**src/rtl/cfgrb_pkg.sv**
```systemverilog
package cfgrb_pkg;

    typedef enum logic [0:0] {
        ST_IDLE  = 1'b0,
        ST_ARMED = 1'b1
    } arm_state_t;

    typedef enum logic [2:0] {
        SRC_FLASH,
        SRC_FUSE_LO,
        SRC_LOCK,
        SRC_FUSE_EXT,
        SRC_FUSE_HI
    } byte_src_t;

    localparam logic [15:0] Z_FUSE_LO  = 16'h0000;
    localparam logic [15:0] Z_LOCK     = 16'h0001;
    localparam logic [15:0] Z_FUSE_EXT = 16'h0002;
    localparam logic [15:0] Z_FUSE_HI  = 16'h0003;

endpackage

```
**src/rtl/cfgrb_arm_fsm.sv**
```systemverilog
module cfgrb_arm_fsm
    import cfgrb_pkg::*;
#(
    parameter int unsigned WIN     = 3,
    parameter int unsigned CTRL_W  = 8,
    parameter int unsigned SEL_BIT = 3,
    parameter int unsigned EN_BIT  = 0
) (
    input  logic              clk,
    input  logic              rst,
    input  logic              ctl_wr,
    input  logic [CTRL_W-1:0] ctl_wdata,
    input  logic              ld_req,
    output logic              window_open
);

    localparam int unsigned CNT_W = $clog2(WIN + 1);
    localparam logic [CNT_W-1:0] WIN_LAST = CNT_W'(WIN - 1);

    arm_state_t       st_q, st_d;
    logic [CNT_W-1:0] cnt_q, cnt_d;
    logic             arm_req;

    assign arm_req = ctl_wdata[SEL_BIT] & ctl_wdata[EN_BIT];

    // Next-state logic: ARM, DISARM, CONSUME, EXPIRE, COUNT
    always_comb begin
        st_d  = st_q;
        cnt_d = cnt_q;
        if (ctl_wr) begin
            if (arm_req) begin
                st_d  = ST_ARMED;
                cnt_d = WIN_LAST;
            end else begin
                st_d  = ST_IDLE;
                cnt_d = '0;
            end
        end else begin
            unique case (st_q)
                ST_IDLE: begin
                    st_d  = ST_IDLE;
                end
                ST_ARMED: begin
                    if (ld_req || cnt_q == '0) begin
                        st_d  = ST_IDLE;
                        cnt_d = '0;
                    end else begin
                        cnt_d = cnt_q - 1'b1;
                    end
                end
                default: begin
                    st_d  = ST_IDLE;
                    cnt_d = '0;
                end
            endcase
        end
    end

    // State register
    always_ff @(posedge clk) begin
        if (rst) begin
            st_q  <= ST_IDLE;
            cnt_q <= '0;
        end else begin
            st_q  <= st_d;
            cnt_q <= cnt_d;
        end
    end

    // Outputs
    always_comb begin
        unique case (st_q)
            ST_ARMED: window_open = 1'b1;
            default:  window_open = 1'b0;
        endcase
    end

    a_r1_arm_opens: assert property (@(posedge clk) disable iff (rst)
        (ctl_wr && arm_req) |=> (st_q == ST_ARMED && cnt_q == WIN_LAST));

    a_r8_single_flag_closed: assert property (@(posedge clk) disable iff (rst)
        (ctl_wr && !arm_req) |=> (st_q == ST_IDLE));

    a_r7_load_consumes: assert property (@(posedge clk) disable iff (rst)
        (st_q == ST_ARMED && ld_req && !ctl_wr) |=> (st_q == ST_IDLE));

    a_r6_window_expires: assert property (@(posedge clk) disable iff (rst)
        (st_q == ST_ARMED && cnt_q == '0 && !ctl_wr) |=> (st_q == ST_IDLE));

    a_r11_reset_idle: assert property (@(posedge clk)
        rst |=> (st_q == ST_IDLE && cnt_q == '0));

endmodule

```
**src/rtl/cfgrb_src_sel.sv**
```systemverilog
module cfgrb_src_sel
    import cfgrb_pkg::*;
#(
    parameter int unsigned ADDR_W = 16,
    parameter int unsigned DATA_W = 8,
    parameter int unsigned EXT_W  = 4,
    parameter int unsigned LOCK_W = 6
) (
    input  logic              window_open,
    input  logic [ADDR_W-1:0] zaddr,
    input  logic [DATA_W-1:0] flash_rdata,
    input  logic [DATA_W-1:0] fuse_lo_prog,
    input  logic [DATA_W-1:0] fuse_hi_prog,
    input  logic [EXT_W-1:0]  fuse_ext_prog,
    input  logic [LOCK_W-1:0] lock_prog,
    output logic [DATA_W-1:0] rdata
);

    localparam int unsigned EXT_PAD  = DATA_W - EXT_W;
    localparam int unsigned LOCK_PAD = DATA_W - LOCK_W;

    logic [DATA_W-1:0] ext_byte;
    logic [DATA_W-1:0] lock_byte;
    byte_src_t         src;

    // Programmed bits read 0, absent bit positions read 1
    generate
        if (EXT_PAD > 0) begin : g_ext_pad
            assign ext_byte = {{EXT_PAD{1'b1}}, ~fuse_ext_prog};
        end else begin : g_ext_full
            assign ext_byte = ~fuse_ext_prog[DATA_W-1:0];
        end
        if (LOCK_PAD > 0) begin : g_lock_pad
            assign lock_byte = {{LOCK_PAD{1'b1}}, ~lock_prog};
        end else begin : g_lock_full
            assign lock_byte = ~lock_prog[DATA_W-1:0];
        end
    endgenerate

    always_comb begin
        src = SRC_FLASH;
        if (window_open) begin
            unique case (zaddr)
                ADDR_W'(Z_FUSE_LO):  src = SRC_FUSE_LO;
                ADDR_W'(Z_LOCK):     src = SRC_LOCK;
                ADDR_W'(Z_FUSE_EXT): src = SRC_FUSE_EXT;
                ADDR_W'(Z_FUSE_HI):  src = SRC_FUSE_HI;
                default:             src = SRC_FLASH;
            endcase
        end
    end

    always_comb begin
        unique case (src)
            SRC_FUSE_LO:  rdata = ~fuse_lo_prog;
            SRC_LOCK:     rdata = lock_byte;
            SRC_FUSE_EXT: rdata = ext_byte;
            SRC_FUSE_HI:  rdata = ~fuse_hi_prog;
            default:      rdata = flash_rdata;
        endcase
    end

endmodule

```
**src/rtl/cfg_readback_unit.sv**
```systemverilog
module cfg_readback_unit
    import cfgrb_pkg::*;
#(
    parameter int unsigned WIN     = 3,
    parameter int unsigned ADDR_W  = 16,
    parameter int unsigned DATA_W  = 8,
    parameter int unsigned EXT_W   = 4,
    parameter int unsigned LOCK_W  = 6,
    parameter int unsigned SEL_BIT = 3,
    parameter int unsigned EN_BIT  = 0
) (
    input  logic              clk,
    input  logic              rst,
    input  logic              ctl_wr,
    input  logic [7:0]        ctl_wdata,
    input  logic              ld_req,
    input  logic [ADDR_W-1:0] ld_zaddr,
    input  logic [DATA_W-1:0] flash_rdata,
    input  logic [DATA_W-1:0] fuse_lo_prog,
    input  logic [DATA_W-1:0] fuse_hi_prog,
    input  logic [EXT_W-1:0]  fuse_ext_prog,
    input  logic [LOCK_W-1:0] lock_prog,
    output logic [DATA_W-1:0] ld_rdata
);

    logic              window_open;
    logic [DATA_W-1:0] sel_byte;

    cfgrb_arm_fsm #(
        .WIN     (WIN),
        .CTRL_W  (8),
        .SEL_BIT (SEL_BIT),
        .EN_BIT  (EN_BIT)
    ) u_fsm (
        .clk         (clk),
        .rst         (rst),
        .ctl_wr      (ctl_wr),
        .ctl_wdata   (ctl_wdata),
        .ld_req      (ld_req),
        .window_open (window_open)
    );

    cfgrb_src_sel #(
        .ADDR_W (ADDR_W),
        .DATA_W (DATA_W),
        .EXT_W  (EXT_W),
        .LOCK_W (LOCK_W)
    ) u_sel (
        .window_open   (window_open),
        .zaddr         (ld_zaddr),
        .flash_rdata   (flash_rdata),
        .fuse_lo_prog  (fuse_lo_prog),
        .fuse_hi_prog  (fuse_hi_prog),
        .fuse_ext_prog (fuse_ext_prog),
        .lock_prog     (lock_prog),
        .rdata         (sel_byte)
    );

    // Destination-register byte, captured on each load
    always_ff @(posedge clk) begin
        if (rst) begin
            ld_rdata <= '0;
        end else if (ld_req) begin
            ld_rdata <= sel_byte;
        end
    end

    a_r12_hold_without_load: assert property (@(posedge clk) disable iff (rst)
        !ld_req |=> $stable(ld_rdata));

    a_r9_closed_returns_flash: assert property (@(posedge clk) disable iff (rst)
        (ld_req && !window_open) |=> (ld_rdata == $past(flash_rdata)));

    a_r9_high_z_returns_flash: assert property (@(posedge clk) disable iff (rst)
        (ld_req && ld_zaddr > ADDR_W'(3)) |=> (ld_rdata == $past(flash_rdata)));

    a_r4_ext_upper_ones: assert property (@(posedge clk) disable iff (rst)
        (ld_req && window_open && ld_zaddr == ADDR_W'(Z_FUSE_EXT))
        |=> (ld_rdata[DATA_W-1:EXT_W] == '1));

    a_r2_fuse_lo_inverted: assert property (@(posedge clk) disable iff (rst)
        (ld_req && window_open && ld_zaddr == ADDR_W'(Z_FUSE_LO))
        |=> (ld_rdata == ~$past(fuse_lo_prog)));

    a_r11_reset_clears: assert property (@(posedge clk)
        rst |=> (ld_rdata == '0));

endmodule

```
**config.mk**
```make
export PLATFORM = sky130hd
export DESIGN_NAME = cfg_readback_unit
export DESIGN_NICKNAME = d
export VERILOG_FILES = /design/src/rtl/cfgrb_pkg.sv /design/src/rtl/cfgrb_arm_fsm.sv /design/src/rtl/cfgrb_src_sel.sv /design/src/rtl/cfg_readback_unit.sv
export SDC_FILE = /design/constraint.sdc
export NUM_CORES = 1
export LEC_CHECK = 0
export BUFFER_PORTS_ARGS = -buffer_cell sky130_fd_sc_hd__buf_2
export CORE_MARGIN = 2
export CORE_UTILIZATION = 25
export DETAILED_ROUTE_END_ITERATION = 6
export RECOVER_POWER = 50
export SLEW_MARGIN = 20
export SYNTH_ARGS = -nofsm -noshare
export SYNTH_HDL_FRONTEND = slang
export SYNTH_SLANG_ARGS = --single-unit
export TNS_END_PERCENT = 10
```
**constraint.sdc**
```tcl
create_clock -name clk -period 1.78 [get_ports clk]
set_input_delay 0.267 -clock clk [delete_from_list [all_inputs] [get_ports clk]]
set_output_delay 0.267 -clock clk [all_outputs]
set_load 0.1 [all_outputs]
```
# == After elaboration in Yosys (flattened, before gate mapping) ==
# Index checks and enable logic that the tools add are counted.
# op_classes
addsub,1
n_eq_ne,7
muxes,12
n_bitwise,6
reduce_logical,4
# ops
operator,count
equality test 16 x 2 -> 1 bit (second input constant),2
case mux 8 bit (4 select lines),1
equality test 16 x 1 -> 1 bit (second input constant),1
zero test 16 bit,1
inverter 8 bit,2
case mux 3 bit (4 select lines),1
two-way mux 2 bit,4
equality test 3 x 2 -> 1 bit (second input constant),2
inverter 6 bit,1
two-way mux 1 bit,4
inverter 4 bit,1
equality test 3 x 1 -> 1 bit (second input constant),1
equality test 3 bit (second input constant),1
two-way mux 3 bit,1
zero test 2 bit,1
case mux 1 bit (2 select lines),1
nonzero test 2 bit,1
subtractor 2 x 1 -> 2 bit (second input constant),1
AND 1 bit,1
logical OR 1 bit,1
inverter 1 bit,1
# totals
reg_bits,11

# == Depth between registers and ports, before layout ==
# Gate-level depths: netlist (run 1).
# logic_depth
ltp_word,5
ltp_mapped,6
ltp_nobuf,6

# == Modules after synthesis ==
# From an unflattened synthesis (run 1), not the netlist that was laid out.
# unflattened
hier_cells,74
hier_area_um2,800.8
# modules_own_cells
mod,n_inst,cells_per_inst,area_per_inst_um2
cfgrb_src_sel,1,31,355.3
cfg_readback_unit,1,26,285.3
cfgrb_arm_fsm,1,17,160.2

# == Worst setup path before layout (run 1) ==
# Ideal clock, no wire load.
# synth_path
path_kind,input to register
startpoint,in ld_zaddr[0]
endpoint,reg ld_rdata[3]
arrival_ns,1.433
setup_slack_ns,0.252
path_stages,4
cell_sequence,buf_6 > mux4_2 > or4b_1 > o311ai_1
# synth_between
elab_chain_cells,5
# synth_rtl
element,line_no,rtl
from (decl),cfg_readback_unit.sv:17,"input logic [ADDR_W-1:0] ld_zaddr,"
"equality test 16 x 2 -> 1 bit, or another cell as far along",cfgrb_src_sel.sv:43,unique case (zaddr)
case mux 3 bit (4 select lines) (*),cfgrb_src_sel.sv:43,
two-way mux 3 bit (*),cfgrb_src_sel.sv:42,if (window_open) begin
"equality test 3 bit, or another cell as far along",cfgrb_src_sel.sv:54,unique case (src)
case mux 8 bit (4 select lines) (*),cfgrb_src_sel.sv:54,
to (signal assigned),cfg_readback_unit.sv:64,ld_rdata <= sel_byte;
to (decl),cfg_readback_unit.sv:23,output logic [DATA_W-1:0] ld_rdata
# Mark *: on every way between the ends. The rest lies on a longest branch, timed or not.
# A chain may end at the register's enable or synchronous reset.

# == Worst setup path after layout (run 1) ==
# layout_path
startpoint,reg u_fsm.st_q
endpoint,reg ld_rdata[7]
# layout_between
elab_chain_cells,4
# layout_rtl
element,line_no,rtl
from (decl),cfgrb_arm_fsm.sv:20,"arm_state_t st_q, st_d;"
from (signal assigned),cfgrb_arm_fsm.sv:65,st_q <= st_d;
two-way mux 1 bit (*),cfgrb_arm_fsm.sv:72,unique case (st_q)
two-way mux 3 bit (*),cfgrb_src_sel.sv:42,
"equality test 3 bit, or another cell as far along",cfgrb_src_sel.sv:54,
case mux 8 bit (4 select lines) (*),cfgrb_src_sel.sv:54,
# Marks and branches as above.

==> results of run 1 <==
[critical path, delay by kind of cell, from the launching register on]
kind,cells,cell delay [ns]
AO/OA/AOI/OAI,2,0.53
buffers and inverters,1,0.23
flip-flops,1,0.36
AND/OR/NAND/NOR,2,0.40
[metal layers]
metal / wire length (um) / track usage
met1: 762 / 0.139
met2: 1080 / 0.244
met3: 141 / 0.0284
met4: 17 / 0.0292
met5: 0 / 0
[registers in the layout (all words and copies together) (netlist names)]
register,count
u_fsm.cnt_q,2
u_fsm.st_q,1
ld_rdata,8
[power breakdown]
group | total, mW | switching (mW) | leakage (nW) | internal [mW]
Combinational | 0.229 | 0.144 | 0.404 | 0.0857
Clock | 0.166 | 0.0831 | 0.0177 | 0.0829
Sequential | 0.267 | 0.00675 | 0.0908 | 0.260
Total | 0.662 | 0.233 | 0.512 | 0.428
[cell families after synthesis]
logic type / synth area share
simple gates: 0.267
compound gates: 0.189
buf+inv: 0.0728
flops: 0.291
mux: 0.164
fa+ha+maj: 0.0166
[layout by cell type (no fill, tap or decap), types with 4 or more instances in the layout]
master,instances
clkbuf_2,8
nand4b_1,4
o311ai_1,4
buf_2,55
nand2_1,5
dfxtp_1,11
inv_1,4
mux4_2,4
or4b_1,4
nor2_1,8
a221o_1,4
[area by class of cell]
type,instances,area (sq um),share of cell area
clock buffers,3,22.5,0.0202
clock inverters,1,5.00,0.00448
inverters,6,22.5,0.0202
multi-input cells,52,485,0.434
flip-flops and latches,11,220,0.197
well taps,31,38.8,0.0347
repair buffers,64,323,0.289
[final timing paths]
kind,to,slack [ns],depth (start not counted)
setup / recovery,ld_rdata[7],0.18,5
hold / removal,u_fsm.cnt_q[0],0.22,2
setup reg to reg,ld_rdata[7],0.18,5
hold reg to reg,ld_rdata[6],0.48,2
[metrics by stage]
| stage | hold WS, ns | std cells | worst slack (ns) | power (mW) |
|---|---|---|---|---|
| final | 0.223 | 168 | 0.185 | 0.662 |
| after floorplan | 0.344 | 75 | 0.252 | 0.422 |
| after global routing | 0.203 | 168 | 0.0187 | 0.710 |
| after detailed placement | 0.476 | 164 | 0.0469 | 0.504 |
| after global placement | 0.473 | 164 | 0.102 | 0.497 |
| after CTS | 0.215 | 168 | 0.0817 | 0.670 |
==> metrics.cfg, run 1 <==
[clock_network]
clk_pin_slew_ns = 0.07
cts-root-buf = clkbuf_4
clock_sinks = 11
postCtsHoldBufs = 0
cts-htree-levels = 1
cts_buffers = 3
clock_latency_ns = 0.26
post_cts_buffers = 0
cts_tree = yes
clockBufferDepth = 2
cts_resized = 0

[layout]
finish.net_count = 201
areaGrowthSynthToFinish_pct = 47.8
antenna-diode-count = 0
final_cell_area_sq_um = 1120
utilization = 0.398
fillers = 290
drive_gt1_frac = 0.606

[sta]
clock.fmax_mhz = 627
tightest_slew_ns = 0.547
max_slew_margin = 0.637
rsz0062_at_grt = no
setup_violations = 0
finalHoldViolCount = 0
tns_ns = 0
slew_violations = 0
period_needed_ns = 1.60
skew_ns = 0.00392
fin_crit_sh = 0.896

[placed_design]
dpl.hpwl_mm = 1.75
placed_area_sq_um = 1080
port-buffer-count = 63
gp_congestion = 0.709

[pwr]
power.density_nw_per_um2 = 592
power_leakage_nw = 0.512
vdd_drop_max_mv = 0.201

[synthesis]
yosys.area.top_type = dfxtp_1
ys_ff_latch = 11
ys_top_cells_by_area = dfxtp_1 (29%), mux4_2 (12%), a221o_1 (5.3%)
synth.most_common_cell = dfxtp_1
synthArstFlopShare = 0
mappedNetlistArea_sq_um = 756
synth_area_per_cell_sq_um = 10.1
synth_warnings = 0
synth_enable_flop_cells = 0
ys_seq_area_frac = 0.291
netlist-cell-type-count = 27
yosys.area.top_type_share = 0.291
synth_nets = 138
ys_top_cells_by_count = dfxtp_1 (11), nor2_1 (8), nand2_1 (5)
ys.flop_type = dfxtp_1
netlist_instances = 75

[grt]
antenna_found_initial = 0
grt_usage = 0.127
overflow = 0
grt_max_degree = 22
grt_pass1_vias = 871
grt_first_pass_wirelength_mm = 3.46

[worst_setup_path]
cp_max_fo = 10
crit_arrival_ns = 1.77
slowest_stage = dfxtp_1
crit_start = u_fsm.st_q
rr_startpoint = u_fsm.st_q
worstPathRequired_ns = 1.95
endpoint_kind = flop
cpPeakStageDelay_ns = 0.36
start_kind = flop
crit_type = reg -> reg
worstPathCellList = nor3b_2 -> nand4_2 -> buf_4 -> a221o_1 -> a311oi_1

[die]
die_w_um = 59.0
placementRows = 19
dieArea_sq_um = 3480
io_pins = 70
die_h_um = 59.0
initial_utilization = 0.269
fp.coreArea_sq_um = 2810

[hold_path]
hp-start = ctl_wr
hp-class = in -> reg

[detailed_routing]
firstDrtPassIters = 4
ant_nets = 0
drc_errors = 0
via_per_inst = 5.05
vias = 849
wl_per_cell_um = 11.9
drt_iter0_markers = 15
routed_wl_mm = 2.00

[status]
outcome = complete, no violations

[run]
drv_cap = 0

No activity file was read; power rests on OpenSTA's default activity.
==> run 2, diff against run 1 <==
ABC_AREA = 1   (was not set)
CORE_ASPECT_RATIO = 0.7   (was not set)
==> run 2 against run 1 <==
Clock-buffer cell count increased by 1. Combinational power decreased by 9.2%. Flip-flop and latch count unchanged. Clock skew increased by 0.00056 ns. Die area increased by 17%. Non-clock buffer count increased by 1.
==> metrics.cfg, run 2 <==
[pwr]
swShare = 0.327
p_clk_frac = 0.346
power.density_nw_per_um2 = 550
p_total_uw = 723
vdd_drop_max_mv = 0.333
p_sw_uw = 236
power_leakage_nw = 0.664
internal_power_uw = 486
comb_power_share = 0.288
seqPwrFrac = 0.366

[clock_network]
cts_resized = 0
cts_tree = yes
cts-root-buf = clkbuf_8
clock_sinks = 11
post_cts_buffers = 0
clk_pin_slew_ns = 0.05
clockBufferDepth = 2
clock_latency_ns = 0.24
cts-htree-levels = 1
cts_buffers = 3
postCtsHoldBufs = 0

[detailed_routing]
drc_errors = 0
via_per_inst = 4.34
drt_iter0_markers = 25
ant_nets = 0
wl_per_cell_um = 9.93
routed_wl_mm = 2.63
firstDrtPassIters = 4
vias = 1151

[synthesis]
ys.flop_type = dfxtp_1
mappedNetlistArea_sq_um = 895
synth_warnings = 0
synth_area_per_cell_sq_um = 6.00
synth.most_common_cell = nor2_1
synth_enable_flop_cells = 0
ys_top_cells_by_area = dfxtp_1 (25%), nor2_1 (13%), nand2_1 (12%)
netlist-cell-type-count = 25
ys_seq_area_frac = 0.246
synthArstFlopShare = 0
ys_ff_latch = 11
yosys.area.top_type_share = 0.246
synth_nets = 212
netlist_instances = 149
yosys.area.top_type = dfxtp_1
ys_top_cells_by_count = nor2_1 (30), nand2_1 (28), inv_1 (23)

[worst_setup_path]
crit_start = u_fsm.st_q
reg2reg_depth = 7
crit_type = reg -> reg
rr_startpoint = u_fsm.st_q
r2r_setup_slack_ns = 0.27
start_kind = flop
cp_max_fo = 11
worstPathRequired_ns = 1.95
crit_arrival_ns = 1.68
endpoint_kind = flop
r2r-end = ld_rdata[7]
cp-endpoint = ld_rdata[7]

[hold_path]
whs_path_depth = 2
hp-class = in -> reg

[sta]
max_slew_margin = 0.638
skew_ns = 0.00448
clock.fmax_mhz = 663
tightest_slew_ns = 0.545
finalHoldViolCount = 0
period_needed_ns = 1.51
fin_crit_sh = 0.847
rsz0062_at_grt = no
tns_ns = 0
slew_violations = 0
setup_violations = 0

[grt]
grt_first_pass_wirelength_mm = 4.23
overflow = 0
grt_pass1_vias = 1055
grt_max_degree = 17
antenna_found_initial = 0
grt_usage = 0.138

[placed_design]
port-buffer-count = 63
gp_congestion = 0.779
dp_cells = 261
dpl.hpwl_mm = 2.19

[layout]
finish.net_count = 279
final_common_cell = buf_2
largest_register_ffs = 8
top_regs = ld_rdata x8, u_fsm.cnt_q x2, u_fsm.st_q x1
areaGrowthSynthToFinish_pct = 46.9
antenna-diode-count = 0
utilization = 0.379
final_cell_mix = buf_2 (57), nor2_1 (30), nand2_1 (28), inv_1 (23), a21oi_1 (15)
fin_cells = 265
largest-register = ld_rdata
drive_gt1_frac = 0.377
fillers = 405

[run]
drv_cap = 0

[die]
dieArea_sq_um = 4080
die_h_um = 54.1
die_w_um = 75.5
initial_utilization = 0.258
io_pins = 70
fp.coreArea_sq_um = 3470
placementRows = 18

[status]
outcome = complete, no violations

-- run 2: cell types whose count changed in the layout (fill, tap and decap cells not counted), sizes merged, moves of 5 or more --
cell,before,now
o211ai,0,5
nor2,8,34
nand3,0,10
a21oi,0,17
inv,5,25
nand2,5,30
-- run 2: power by group through the flow --
stage | Clock, mW | Combinational, mW | Sequential [mW]
floorplan | 0 | 0.0560 | 0.340
global placement | 0 | 0.207 | 0.269
detailed placement | 0 | 0.209 | 0.269
CTS | 0.261 | 0.210 | 0.264
global route | 0.283 | 0.228 | 0.267
finish | 0.250 | 0.208 | 0.265
-- run 2: worst min path at each step --
stage / to / startpoint / slack (ns)
after floorplan: u_fsm.cnt_q[1] / rst / 0.35
after global placement: ld_rdata[7] / ld_rdata[7] / 0.46
after CTS: ld_rdata[0] / rst / 0.33
final: ld_rdata[0] / rst / 0.34
after detailed placement: ld_rdata[7] / ld_rdata[7] / 0.46
after global routing: ld_rdata[5] / rst / 0.35
-- run 2: cell families (layout without fill, tap and decap cells) --
group | after synthesis | count (layout) | synth area share
AND/OR/NAND/NOR | 79 | 79 | 0.415
AO/OA/AOI/OAI | 29 | 29 | 0.194
buffers and inverters | 29 | 95 | 0.130
flip-flops | 11 | 11 | 0.246
adder cells (fa/ha/maj) | 1 | 1 | 0.0140
-- run 2: worst max-delay path: stages (launching register included) --
cell,delay (ns)
dfxtp_1,0.36
nand2_1,0.10
nor2_4,0.29
buf_4,0.19
nand3_2,0.07
o21ai_0,0.21
o21ai_1,0.09
a21oi_1,0.12
-- run 2: cell type report --
class | count | area [sq um] | area share
multi-input cells | 109 | 558 | 0.425
repair buffers | 65 | 330 | 0.251
inverters | 26 | 97.6 | 0.0743
flip-flops and latches | 11 | 220 | 0.168
well taps | 50 | 62.6 | 0.0476
clock buffers | 4 | 45.0 | 0.0343
-- run 2: through the flow --
stage / hold WS (ns) / setup slack (ns) / cell area [sq um]
2_1_floorplan: 0.345 / 0.486 / 895
5_1_grt: 0.348 / 0.0835 / 1310
3_3_place_gp: 0.455 / 0.210 / 1270
6_report: 0.339 / 0.273 / 1310
3_5_place_dp: 0.455 / 0.159 / 1270
4_1_cts: 0.334 / 0.261 / 1310
-- run 2: metal layers --
| layer | track usage | part of all wire | vias to the layer above |
|---|---|---|---|
| li1 | - | - | 608 |
| met1 | 0.180 | 0.49 | 483 |
| met2 | 0.220 | 0.39 | 55 |
| met3 | 0.0506 | 0.11 | 5 |
| met4 | 0.0263 | 0.0072 | 0 |
| met5 | 0 | 0 | - |
